File: config.mk
export PLATFORM = sky130hd
export DESIGN_NAME = overload_hiccup_ctrl
export DESIGN_NICKNAME = d
export VERILOG_FILES = /design/src/rtl/ohs_pkg.sv /design/src/rtl/ohs_tick_gen.sv /design/src/rtl/ohs_fault_timer.sv /design/src/rtl/ohs_softstart_ramp.sv /design/src/rtl/ohs_hiccup_fsm.sv /design/src/rtl/overload_hiccup_ctrl.sv
export SDC_FILE = /design/constraint.sdc
export NUM_CORES = 1
export LEC_CHECK = 0
export BUFFER_PORTS_ARGS = -buffer_cell sky130_fd_sc_hd__buf_2
export CAP_MARGIN = 15
export CORE_MARGIN = 10
export CORE_UTILIZATION = 45
export CTS_CLUSTER_DIAMETER = 120
export DETAILED_ROUTE_END_ITERATION = 8
export GPL_TIMING_DRIVEN = 0
export PLACE_DENSITY = 0.67
export SLEW_MARGIN = 10
export SYNTH_ARGS = -nofsm -noshare
export SYNTH_HDL_FRONTEND = slang
export SYNTH_SLANG_ARGS = --single-unit
export TNS_END_PERCENT = 10
File: constraint.sdc
create_clock -name clk -period 16.68 [get_ports clk]
set_input_delay 3.336 -clock clk [delete_from_list [all_inputs] [get_ports clk]]
set_output_delay 3.336 -clock clk [all_outputs]
set_load 0.03 [all_outputs]
File: src/rtl/ohs_pkg.sv
package ohs_pkg;
  typedef enum logic [2:0] {
    ST_IDLE  = 3'd0,
    ST_SOFT  = 3'd1,
    ST_RUN   = 3'd2,
    ST_DISCH = 3'd3,
    ST_LATCH = 3'd4
  } ohs_state_e;
endpackage

File: src/rtl/ohs_tick_gen.sv
module ohs_tick_gen #(
  parameter int DIV = 50
) (
  input  logic clk,
  input  logic rst_n,
  output logic tick
);
  generate
    if (DIV <= 1) begin : g_pass
      assign tick = 1'b1;
    end else begin : g_div
      localparam int DW = $clog2(DIV);
      logic [DW-1:0] cnt_q, cnt_d;
      logic          wrap;

      assign wrap = (cnt_q == DW'(DIV - 1));

      always_comb begin
        cnt_d = wrap ? '0 : cnt_q + 1'b1;
      end

      always_ff @(posedge clk or negedge rst_n) begin
        if (!rst_n) cnt_q <= '0;
        else        cnt_q <= cnt_d;
      end

      assign tick = wrap;

      assert_div_range_R5: assert property (@(posedge clk) disable iff (!rst_n)
        cnt_q <= DW'(DIV - 1));
    end
  endgenerate
endmodule

File: src/rtl/ohs_fault_timer.sv
module ohs_fault_timer #(
  parameter int LIMIT = 100000
) (
  input  logic clk,
  input  logic rst_n,
  input  logic en,
  input  logic tick,
  input  logic lim_hit,
  input  logic cyc_end,
  output logic err,
  output logic timeout
);
  localparam int CW = $clog2(LIMIT + 1);

  logic [CW-1:0] cnt_q, cnt_d;
  logic          err_q, err_d;
  logic          seen_q, seen_d;
  logic          at_end;

  assign at_end = (cnt_q == CW'(LIMIT - 1));

  always_comb begin
    err_d  = 1'b0;
    seen_d = 1'b0;
    cnt_d  = '0;
    if (en) begin
      err_d = err_q;
      if (lim_hit)                 err_d = 1'b1;
      else if (cyc_end && !seen_q) err_d = 1'b0;
      seen_d = cyc_end ? 1'b0 : (seen_q | lim_hit);
      if (!err_d)                          cnt_d = '0;
      else if (err_q && tick && !at_end)   cnt_d = cnt_q + 1'b1;
      else                                 cnt_d = cnt_q;
    end
  end

  always_ff @(posedge clk or negedge rst_n) begin
    if (!rst_n) begin
      cnt_q  <= '0;
      err_q  <= 1'b0;
      seen_q <= 1'b0;
    end else begin
      cnt_q  <= cnt_d;
      err_q  <= err_d;
      seen_q <= seen_d;
    end
  end

  assign err     = err_q;
  assign timeout = en & err_q & tick & at_end;

  assert_cnt_bound_R5: assert property (@(posedge clk) disable iff (!rst_n)
    cnt_q < CW'(LIMIT));

  assert_clean_cycle_clears_R6: assert property (@(posedge clk) disable iff (!rst_n)
    (en && cyc_end && !seen_q && !lim_hit) |=> (cnt_q == '0 && !err_q));

  assert_hit_sets_flag_R5: assert property (@(posedge clk) disable iff (!rst_n)
    (en && lim_hit) |=> err_q);
endmodule

File: src/rtl/ohs_softstart_ramp.sv
module ohs_softstart_ramp #(
  parameter int STEPS = 4000,
  parameter int SP_W  = 8
) (
  input  logic            clk,
  input  logic            rst_n,
  input  logic            active,
  input  logic            tick,
  input  logic [SP_W-1:0] demand,
  output logic [SP_W-1:0] sp_code,
  output logic            done
);
  localparam int CW   = $clog2(STEPS + 1);
  localparam int PW   = CW + SP_W;
  localparam int FULL = (1 << SP_W) - 1;

  logic [CW-1:0]   cnt_q, cnt_d;
  logic [PW-1:0]   prod, quot;
  logic [SP_W-1:0] ramp;

  always_comb begin
    cnt_d = '0;
    if (active) begin
      if (tick && cnt_q != CW'(STEPS)) cnt_d = cnt_q + 1'b1;
      else                             cnt_d = cnt_q;
    end
  end

  always_ff @(posedge clk or negedge rst_n) begin
    if (!rst_n) cnt_q <= '0;
    else        cnt_q <= cnt_d;
  end

  always_comb begin
    prod    = PW'(cnt_q) * PW'(FULL);
    quot    = prod / PW'(STEPS);
    ramp    = quot[SP_W-1:0];
    sp_code = (ramp < demand) ? ramp : demand;
  end

  assign done = active && (cnt_q == CW'(STEPS));

  assert_ramp_monotonic_R3: assert property (@(posedge clk) disable iff (!rst_n)
    (active && $past(active)) |-> (ramp >= $past(ramp)));
endmodule

File: src/rtl/ohs_hiccup_fsm.sv
module ohs_hiccup_fsm
  import ohs_pkg::*;
(
  input  logic       clk,
  input  logic       rst_n,
  input  logic       start_ok,
  input  logic       wake_ok,
  input  logic       uvlo,
  input  logic       latch_mode,
  input  logic       ss_done,
  input  logic       timeout,
  output ohs_state_e st
);
  ohs_state_e st_q, st_d;

  always_comb begin
    st_d = st_q;
    if (uvlo) begin
      st_d = ST_IDLE;
    end else begin
      case (st_q)
        ST_IDLE:  if (start_ok) st_d = ST_SOFT;
        ST_SOFT: begin
          if (timeout)      st_d = latch_mode ? ST_LATCH : ST_DISCH;
          else if (ss_done) st_d = ST_RUN;
        end
        ST_RUN:   if (timeout) st_d = latch_mode ? ST_LATCH : ST_DISCH;
        ST_DISCH: if (wake_ok) st_d = ST_IDLE;
        ST_LATCH: st_d = ST_LATCH;
        default:  st_d = ST_IDLE;
      endcase
    end
  end

  always_ff @(posedge clk or negedge rst_n) begin
    if (!rst_n) st_q <= ST_IDLE;
    else        st_q <= st_d;
  end

  assign st = st_q;

  assert_latch_hold_R9: assert property (@(posedge clk) disable iff (!rst_n)
    (st_q == ST_LATCH && !uvlo) |=> (st_q == ST_LATCH));

  assert_disch_hold_R7: assert property (@(posedge clk) disable iff (!rst_n)
    (st_q == ST_DISCH && !wake_ok && !uvlo) |=> (st_q == ST_DISCH));

  assert_uvlo_idle_R10: assert property (@(posedge clk) disable iff (!rst_n)
    uvlo |=> (st_q == ST_IDLE));

  assert_timeout_stops_R5: assert property (@(posedge clk) disable iff (!rst_n)
    (timeout && !uvlo) |=> (st_q == ST_DISCH || st_q == ST_LATCH));
endmodule

File: src/rtl/overload_hiccup_ctrl.sv
module overload_hiccup_ctrl
  import ohs_pkg::*;
#(
  parameter int CLK_PER_TICK = 50,
  parameter int FAULT_TICKS  = 100000,
  parameter int SOFT_TICKS   = 4000,
  parameter int SP_W         = 8
) (
  input  logic            clk,
  input  logic            rst_n,
  input  logic            lim_hit,
  input  logic            cyc_end,
  input  logic            start_ok,
  input  logic            wake_ok,
  input  logic            uvlo,
  input  logic            latch_mode,
  input  logic [SP_W-1:0] demand,
  output logic            drv_en,
  output logic [SP_W-1:0] setpoint,
  output logic [2:0]      state
);
  ohs_state_e      st;
  logic            tick;
  logic            in_soft, in_run;
  logic            err_flag, timeout, ss_done;
  logic [SP_W-1:0] ramp_sp;

  assign in_soft = (st == ST_SOFT);
  assign in_run  = (st == ST_RUN);

  ohs_tick_gen #(.DIV(CLK_PER_TICK)) u_tick (
    .clk   (clk),
    .rst_n (rst_n),
    .tick  (tick)
  );

  ohs_fault_timer #(.LIMIT(FAULT_TICKS)) u_fault (
    .clk     (clk),
    .rst_n   (rst_n),
    .en      (in_soft | in_run),
    .tick    (tick),
    .lim_hit (lim_hit),
    .cyc_end (cyc_end),
    .err     (err_flag),
    .timeout (timeout)
  );

  ohs_softstart_ramp #(.STEPS(SOFT_TICKS), .SP_W(SP_W)) u_ramp (
    .clk     (clk),
    .rst_n   (rst_n),
    .active  (in_soft),
    .tick    (tick),
    .demand  (demand),
    .sp_code (ramp_sp),
    .done    (ss_done)
  );

  ohs_hiccup_fsm u_fsm (
    .clk        (clk),
    .rst_n      (rst_n),
    .start_ok   (start_ok),
    .wake_ok    (wake_ok),
    .uvlo       (uvlo),
    .latch_mode (latch_mode),
    .ss_done    (ss_done),
    .timeout    (timeout),
    .st         (st)
  );

  always_comb begin
    drv_en   = in_soft | in_run;
    setpoint = '0;
    if (in_soft)     setpoint = ramp_sp;
    else if (in_run) setpoint = demand;
  end

  assign state = st;

  assert_soft_clip_R3: assert property (@(posedge clk) disable iff (!rst_n)
    in_soft |-> (setpoint <= demand));

  assert_flag_only_driving_R5: assert property (@(posedge clk) disable iff (!rst_n)
    (!in_soft && !in_run) |=> !timeout);

  assert_err_off_idle_R1: assert property (@(posedge clk) disable iff (!rst_n)
    (st == ST_IDLE && $past(st == ST_IDLE)) |-> !err_flag);
endmodule

==> metrics.txt <==
Mapped Area 0.00752 sq mm; ys async rst share 100%; clk_skew 0.00807 ns; clock sinks 40; setup_tns 0 ns; WHS Path Cells 1; CTS Buffer Depth 2; launch point of the worst path u_ramp.cnt_q[4]; Max stage delay on crit path 0.70 ns; Final Net Count 1082; Slowest-stage cell, CP nor4b_2; CP Launch Type register; Netlist cell types 106; met1 GRT Util 24.0%; leakage power 0.00375 uW; vias in the first global route 6546; largest net degree at the start of global routing 41; Worst IR Drop VDD 0.0406 mV; Die H 149 um; met2 Track Usage GR 26.5%; Skew-Pair Late Insertion Delay 0.28 ns; FF+latch count, synth 40; CP endpoint kind primary output; setup bufs post-CTS 0; port buffer count 27; Layout area overhead 7.82%; gr ovfl total 0; Synthesis Warnings 0; Die X 149 um; Finish-stage setup viols 0; first-pass iteration count of the detailed router 5; Reg clk slew, reported paths 0.06 ns; hold crit path type register to register; htree depth 2; DP HPWL 14700 um; max_slew headroom 36.4%; residual DRC count 0; number of synthesized flops with an enable pin 0; first-pass GRT wire length 31600 um; Synth Area per Inst 8.15 sq um; Setup WS post-layout 0.777 ns; Post-DRT Antenna Nets 0; HP Start u_tick.g_div.cnt_q[0]; most frequent cells in the layout inv_1 (110), nor2_1 (81), nand2_1 (62); GPL Wtd Cong 0.889; Arr. time, crit path 12.57 ns; sequential area share after synthesis 13.3%; Reg area 0.00100 sq mm; core area 0.0165 sq mm; Via density 5.86; CP Class register to primary output; post-route minimum period 15.90 ns; DRC violation total after the first TritonRoute iteration 514; cell count after synthesis 922; root buf cell clkbuf_16; outcome completed; antenna violations before repair 0; TritonCTS clock tree done; CP Max Fanout 8; Reg2Reg Launch Point u_tick.g_div.cnt_q[1]; top_reg_cell synth dfrtp_1; fmax 0.0629 GHz; share of layout cells above drive strength 1 10.9%; CTS buffer count 5; max cap viols 0; RSZ-0062 raised after global routing false; most common cell after layout, fill and taps aside inv_1; pre-CTS setup slack 1.32 ns; Mapped Nets 1048; r2r worst-path depth 13; Total GRT Usage 16.6%; Multi-input gate area 0.00596 sq mm; routed vias 6892; P per Cell Area 28.8 mW/mm^2; Most Crowded Layer GR met2; die area 0.0223 sq mm; post-CTS sizing 0; io pins 28; M3 GR Usage 1.67%; row count 47; Slew Viols, Final 0; Starting Density 45.6%; FILL cells 1634; Worst EP required 13.34 ns; CTS hold repair buffers 0; total wire length 18300 um; Hold Violations, Final 0; Slew @ Worst Pin 0.930 ns; wire per inst 15.6 um; ANT cells 0; crit share post-route 95.3%
## kinds of logic (layout without fill, tap and decap cells)
family          count (synthesis)  after routing  share of synthesized area (%)
compound gates                256            256                           26.6
xor+xnor                       51             51                           6.14
fa+ha+maj                     112            112                           23.6
buf+inv                       140            175                           7.32
flops                          40             40                           13.3
mux                            13             13                           1.78
simple gates                  310            310                           21.3
## routing by layer
layer,share of wire [%],wire length (um),vias to the layer above
met1,49,8940,3315
li1,-,-,3409
met2,46,8370,149
met5,0,0,-
met3,4.6,840,19
met4,0.87,159,0
## layout make-up
type	count	area share (%)
Buffer	27	1.54
Clock buffer	6	1.71
Clock inverter	2	0.479
Inverter	113	5.25
Multi-Input combinational cell	742	73.6
Sequential cell	40	12.4
Tap cell	220	3.40
Timing Repair Buffer	27	1.67
## state kept, by name, indices dropped and copies added (netlist names)
register	flops
u_fault.cnt_q	17
u_fault.err	1
u_fault.seen_q	1
u_fsm.st	3
u_ramp.cnt_q	12
u_tick.g_div.cnt_q	6
## critical path: cells and delay by family, from the launching register on
| kind | cells | cell delay (ns) |
|---|---|---|
| buf+inv | 7 | 0.88 |
| fa+ha+maj | 6 | 2.68 |
| flops | 1 | 0.52 |
| simple gates | 6 | 1.58 |
| compound gates | 25 | 6.56 |
## cells in the mapped netlist, drive strengths merged, types with 20 or more instances
master    n  share of area, %
inv     112               5.6
nor3     25               2.0
nand2    64               3.3
a21oi    51               3.6
nand4    21               1.7
xnor2    32               3.9
o21ai    45               3.1
ha       60                10
nand3    37               2.5
nor2     81               4.0
o211ai   20               2.4
fa       50                13
dfrtp    40                13
## stage by stage
step / total power [uW] / utilization (%) / area (sq um) / cells / hold slack (ns)
after CTS: 236 / 49.2 / 8100 / 1177 / 0.517
after floorplan: 115 / - / 7520 / 922 / 0.479
final: 233 / 49.2 / 8100 / 1177 / 0.513
after global routing: 244 / 49.2 / 8100 / 1177 / 0.550
after detailed placement: 124 / 48.1 / 7930 / 1169 / 0.509
after global placement: 124 / 48.1 / 7930 / 1169 / 0.505
## report_power, final
group | total, uW | internal, uW | switching, uW
Combinational | 23.4 | 7.36 | 16.0
Sequential | 98.5 | 98.0 | 0.448
Clock | 112 | 74.8 | 36.7
## path summary, 6_finish.rpt
path,slack (ns),end
max,0.78,setpoint[7]
min,0.51,u_tick.g_div.cnt_q[0]
max reg2reg,13.55,u_fault.cnt_q[13]
min reg2reg,0.51,u_tick.g_div.cnt_q[0]
max in group asynchronous,12.96,u_ramp.cnt_q[1]
min in group asynchronous,3.18,u_ramp.cnt_q[11]
No activity file was read; power rests on OpenSTA's default activity.
